## src/rtl/sem_flag_bank.sv

```systemverilog
module sem_flag_bank #(
  parameter int NFLAGS = 8,
  localparam int IW = (NFLAGS > 1) ? $clog2(NFLAGS) : 1
) (
  input  logic          clk,
  input  logic          rst_n,
  input  logic          l_sel,
  input  logic          l_we,
  input  logic [IW-1:0] l_idx,
  input  logic          l_wd,
  output logic          l_rd,
  input  logic          r_sel,
  input  logic          r_we,
  input  logic [IW-1:0] r_idx,
  input  logic          r_wd,
  output logic          r_rd
);

  logic [NFLAGS-1:0] own_l, own_r, pnd_l, pnd_r;
  logic [NFLAGS-1:0] lhit, rhit, lreq, lrel, rreq, rrel;
  logic [NFLAGS-1:0] ol_m, or_m, pl_m, pr_m, free_m, gl, gr;

  assign lhit = (l_sel && l_we) ? (NFLAGS'(1) << l_idx) : '0;
  assign rhit = (r_sel && r_we) ? (NFLAGS'(1) << r_idx) : '0;
  assign lreq = lhit & {NFLAGS{~l_wd}};
  assign lrel = lhit & {NFLAGS{l_wd}};
  assign rreq = rhit & {NFLAGS{~r_wd}};
  assign rrel = rhit & {NFLAGS{r_wd}};

  assign ol_m   = own_l & ~lrel;
  assign or_m   = own_r & ~rrel;
  assign pl_m   = (pnd_l | lreq) & ~lrel & ~ol_m;
  assign pr_m   = (pnd_r | rreq) & ~rrel & ~or_m;
  assign free_m = ~ol_m & ~or_m;
  assign gl     = free_m & pl_m;
  assign gr     = free_m & ~pl_m & pr_m;

  always_ff @(posedge clk or negedge rst_n) begin
    if (!rst_n) begin
      own_l <= '0;
      own_r <= '0;
      pnd_l <= '0;
      pnd_r <= '0;
    end else begin
      own_l <= ol_m | gl;
      own_r <= or_m | gr;
      pnd_l <= pl_m & ~gl;
      pnd_r <= pr_m & ~gr;
    end
  end

  assign l_rd = ~own_l[l_idx];
  assign r_rd = ~own_r[r_idx];

  assert_idle_R2: assert property (@(posedge clk) disable iff (!rst_n)
    (!(l_sel && l_we) && !(r_sel && r_we)) |=>
      ($stable(own_l) && $stable(own_r) && $stable(pnd_l) && $stable(pnd_r)));

  for (genvar i = 0; i < NFLAGS; i++) begin : g_chk
    assert_excl_R3: assert property (@(posedge clk) disable iff (!rst_n)
      $onehot0({own_l[i], own_r[i]}));

    assert_wait_l_R6: assert property (@(posedge clk) disable iff (!rst_n)
      pnd_l[i] |-> own_r[i]);

    assert_wait_r_R6: assert property (@(posedge clk) disable iff (!rst_n)
      pnd_r[i] |-> own_l[i]);

    assert_handoff_R6: assert property (@(posedge clk) disable iff (!rst_n)
      (own_l[i] && pnd_r[i] && l_sel && l_we && l_wd && l_idx == IW'(i) &&
       !(r_sel && r_we && r_idx == IW'(i))) |=> own_r[i]);

    assert_tie_R7: assert property (@(posedge clk) disable iff (!rst_n)
      (!own_l[i] && !own_r[i] && l_sel && l_we && !l_wd && l_idx == IW'(i) &&
       r_sel && r_we && !r_wd && r_idx == IW'(i)) |=> (own_l[i] && pnd_r[i]));

    assert_grant_R4: assert property (@(posedge clk) disable iff (!rst_n)
      (!own_l[i] && !own_r[i] && !pnd_r[i] && l_sel && l_we && !l_wd &&
       l_idx == IW'(i)) |=> own_l[i]);
  end

endmodule

```

## config.mk

```make
export PLATFORM = sky130hd
export DESIGN_NAME = sem_flag_bank
export DESIGN_NICKNAME = d
export VERILOG_FILES = /design/src/rtl/sem_flag_bank.sv
export SDC_FILE = /design/constraint.sdc
export NUM_CORES = 1
export LEC_CHECK = 0
export CAP_MARGIN = 20
export CORE_MARGIN = 8
export CORE_UTILIZATION = 40
export CTS_BUF_LIST = sky130_fd_sc_hd__clkbuf_8 sky130_fd_sc_hd__clkbuf_16
export DETAILED_ROUTE_END_ITERATION = 12
export PLACE_DENSITY = 0.65
export SLEW_MARGIN = 20
export SYNTH_ARGS = -nofsm -noshare
export SYNTH_HDL_FRONTEND = slang
export SYNTH_SLANG_ARGS = --single-unit
```

## constraint.sdc

```tcl
create_clock -name clk -period 2 [get_ports clk]
set_input_delay 0.2 -clock clk [delete_from_list [all_inputs] [get_ports clk]]
set_output_delay 0.2 -clock clk [all_outputs]
set_load 0.03 [all_outputs]
```

## Yosys cells after proc, flatten, opt, wreduce, memory -nomap -nowiden

Cells that the tools add are included.

| word-level totals | value |
|---|---|
| flip-flop bits (word level) | 32 |
| latch bits | 0 |
| bits in writable memories | 0 |
| memory bits (read-only) | 0 |
| bits of input ports | 14 |
| output and inout port bits | 2 |
| memories kept | 0 |

| cells by class | value |
|---|---|
| add/subtract/negate cells | 0 |
| multiply operators | 0 |
| divide/modulo/power cells | 0 |
| order comparisons | 2 |
| equality and inequality tests | 0 |
| shift-type cells | 2 |
| mux-type cells | 6 |
| bitwise gates (word level) | 31 |
| reduce and logical (&&, ||, !) cells | 2 |

Operator list:

| operator | number |
|---|---|
| AND 8 bit | 16 |
| inverter 8 bit | 7 |
| OR 8 bit | 4 |
| 2-to-1 mux 8 bit | 2 |
| << shifter 1 x 3 -> 8 bit (first input constant) | 2 |
| < comparator 3 x 4 -> 1 bit (second input constant) | 2 |
| binary-select mux 1 bit (select 3 bit) | 2 |
| inverter 1 bit | 4 |
| logical AND 1 bit | 2 |
| 2-to-1 mux 1 bit | 2 |

## Depth between registers and ports, before layout

| logic depth | value |
|---|---|
| word-level depth | 12 |
| depth in mapped cells | 5 |

## Worst setup path after synthesis

OpenSTA, ideal clock, no wires.

| timing path | value |
|---|---|
| kind | input to output |
| start | input l_idx[0] |
| end | output l_rd |
| data arrival time | 1.449 ns |
| setup slack | 0.351 ns |
| stages | 3 |
| path buffers | 1 |
| cells stage by stage | buf_2 -> mux4_1 -> mux2i_1 |

| between the ends | value |
|---|---|
| cells in the longest elaborated chain, start to end | 3 |

RTL lines:

| element | line | source |
|---|---|---|
| start: declaration | 9 | `input logic [IW-1:0] l_idx,` |
| binary-select mux 1 bit (select 3 bit) | 52 | `assign l_rd = ~own_l[l_idx];` |
| 2-to-1 mux 1 bit (not written as such) | 52 |  |
| inverter 1 bit | 52 |  |
| end: declaration | 11 | `output logic l_rd,` |

Every way passes these cells. The select of a mux whose other input is x is not followed.

## Final worst setup path

Ends and elaborated chain as after synthesis.

==> results.py <==
metrics = {
    "outcome": {
        "outcome": "finished clean",
    },
    "synth": {
        "synth_nets": 188,
        "synth_flop_cell": "dfrtp_1",
        "yosysWarnings": 0,
        "yosysSeqAreaShare_pct": 44.2,
        "ys_seq_elements": 32,
        "syn_area_um2": 1810,
        "synth_edf_count": 0,
        "async_flop_share_pct": 100,
        "synth_cell_types": 37,
        "syn-instance-count": 174,
        "syn_area_per_cell_um2": 10.4,
    },
    "final_layout": {
        "fillers": 397,
        "drive_above_1_share_pct": 12.8,
        "multi_input_area_um2": 918,
        "fin_area_um2": 2120,
        "finalNonFillerCells": 247,
        "area_growth_pct": 17.0,
        "mostFrequentLayoutCells": "32 x dfrtp_1, 18 x a21oi_1, 12 x clkdlybuf4s50_1",
        "nets": 208,
        "layout_commonest_cell": "dfrtp_1",
        "regArea_um2": 801,
        "antenna_cells": 0,
    },
    "placed_design": {
        "hpwl_um": 3630,
        "dp.cells": 239,
        "place_area_um2": 2030,
        "gp_congestion": 0.847,
        "portBuffers": 15,
    },
    "floorplanning": {
        "die_w_um": 83.3,
        "initial_utilization_pct": 41.6,
        "io_pins": 16,
        "die_y_um": 83.3,
        "core_um2": 4350,
        "die_area_um2": 6940,
        "rows": 24,
    },
    "drt": {
        "first_pass_iters": 4,
        "final_antenna_net_count": 0,
        "wl_per_cell_um": 20.0,
        "drc_errors": 0,
        "drtIter0Drc": 187,
        "num_vias": 1591,
        "viasPerCell": 6.44,
        "drt_wl_total_um": 4950,
    },
    "sta": {
        "hold_viol_final": 0,
        "setup_viol": 0,
        "relSlewSlack_pct": 72.0,
        "max_freq_mhz": 515,
        "holdWs_ns": 0.315,
        "fin_crit_ns": 1.94,
        "finalCritPeriodShare_pct": 97.0,
        "slew_viol_final": 0,
        "finClkSkew_ns": 0.00122,
        "worst_slew_pin_slew_ns": 0.420,
        "grt_setup_unrepaired": "false",
        "finalSetupTns_ns": 0,
    },
    "clocking": {
        "clk_pin_slew_ns": 0.06,
        "cts_tree": "done",
        "htreeDepth": 2,
        "clk_latency_ns": 0.28,
        "max-clock-path-buffers": 2,
        "cts_sinks": 32,
        "ctsRootBufferMaster": "clkbuf_8",
        "cts-buffers-inserted": 5,
    },
    "power": {
        "p_leak_uw": 0.000896,
        "power_density_nw_per_um2": 973,
        "ir_drop_uv": 347,
        "power_uw": 2060,
    },
    "worst_setup_path": {
        "cp.arrival_ns": 1.74,
        "critical_path_class": "in2out",
        "cp.required_ns": 1.80,
        "start_kind": "primary input",
        "worst-path-max-fanout": 4,
        "endpoint_kind": "output port",
    },
    "hold_path": {
        "min_path_type": "in2async",
    },
    "global_routing": {
        "grt_pass1_wl_um": 7980,
        "grt_pass1_vias": 1665,
        "grt_max_degree": 33,
        "gr-total-overflow": 0,
        "grt_usage_pct": 14.2,
        "antenna_found_initial": 0,
    },
    "flow_run": {
        "cap_violations": 0,
    },
}
stage by stage:
stage                     util [%]  worst slack [ns]
after floorplan                  -             0.351
after global placement        46.6            0.0610
after detailed placement      46.6            0.0443
after CTS                     48.6            0.0354
after global routing          48.7            0.0158
final                         48.7            0.0597
registers in the layout (all words and copies together), names as in the netlist:
register,flops
own_l,8
own_r,8
pnd_l,8
pnd_r,8
synthesized netlist by cell type, types with 2 or more instances:
cell type / n / area, µm²
a211o_1: 7 / 61.3
a211oi_1: 10 / 75.1
a21oi_1: 18 / 90.1
a311oi_1: 6 / 52.6
a31oi_1: 2 / 12.5
and3b_1: 2 / 17.5
buf_2: 5 / 25.0
buf_6: 2 / 22.5
clkbuf_1: 4 / 15.0
dfrtp_1: 32 / 801
inv_1: 8 / 30.0
mux2i_1: 2 / 20.0
mux4_1: 2 / 52.6
mux4_2: 2 / 45.0
nand2_1: 8 / 30.0
nand2b_1: 3 / 18.8
nand4_1: 2 / 12.5
nand4b_1: 3 / 26.3
nor2_1: 10 / 37.5
nor2b_1: 4 / 25.0
nor4_1: 8 / 50.1
nor4b_1: 7 / 61.3
o22ai_1: 6 / 37.5
o311a_1: 7 / 70.1
o32ai_1: 2 / 17.5
power by group:
group / leakage (µW) / switching (µW) / internal (µW)
Sequential: 0.000435 / 178 / 780
Clock: 0.0000538 / 236 / 270
Combinational: 0.000407 / 289 / 310
cells by family (layout without fill, tap and decap cells):
kind of cell | after synthesis | in the layout | share of synthesized area, %
DFF | 32 | 32 | 44.2
AOI/OAI and AO/OA | 60 | 60 | 24.2
muxes | 6 | 6 | 6.49
buffers and inverters | 19 | 40 | 5.11
and+or+nand+nor | 57 | 57 | 20.0
per-layer routing:
layer / global-route usage, % / part of all wire [%] / up-vias
li1: - / - / 743
met3: 4.39 / 5.8 / 6
met4: 8.79 / 1.1 / 0
met5: 0 / 0 / -
met2: 22.4 / 48 / 56
met1: 16.3 / 45 / 786
critical path, cell delays in order:
cell and delay [ns]:
clkdlybuf4s50_1 0.58, mux4_1 0.60, mux2i_1 0.17, buf_4 0.19
cell type report:
class                      count  area share, %
tap                           52           3.07
clock inverter                 2          0.354
inverter                       8           1.42
multi-input combinational    123           43.3
sequential                    32           37.8
clock buffer                   6           3.90
timing repair buffer          24           10.2
final timing paths:
check | cells after the start | slack, ns | startpoint | end
min reg2reg | 1 | 0.50 | own_l[1] | pnd_l[1]
max reg2reg | 2 | 0.87 | own_l[0] | own_r[0]
max | 4 | 0.06 | l_idx[0] | l_rd
min | 2 | 0.31 | rst_n | pnd_l[4]
max in group asynchronous | 2 | 1.38 | rst_n | own_l[3]
min in group clk | 1 | 0.50 | own_l[1] | pnd_l[1]
repair_timing:
action / CTS / global route
gates resized for setup: 0 / 1
hold buffers: 0 / 0
buffers inserted: 0 / 0
setup endpoints to repair: 0 / 1
Note: power is estimated with default switching activity, not from simulation.
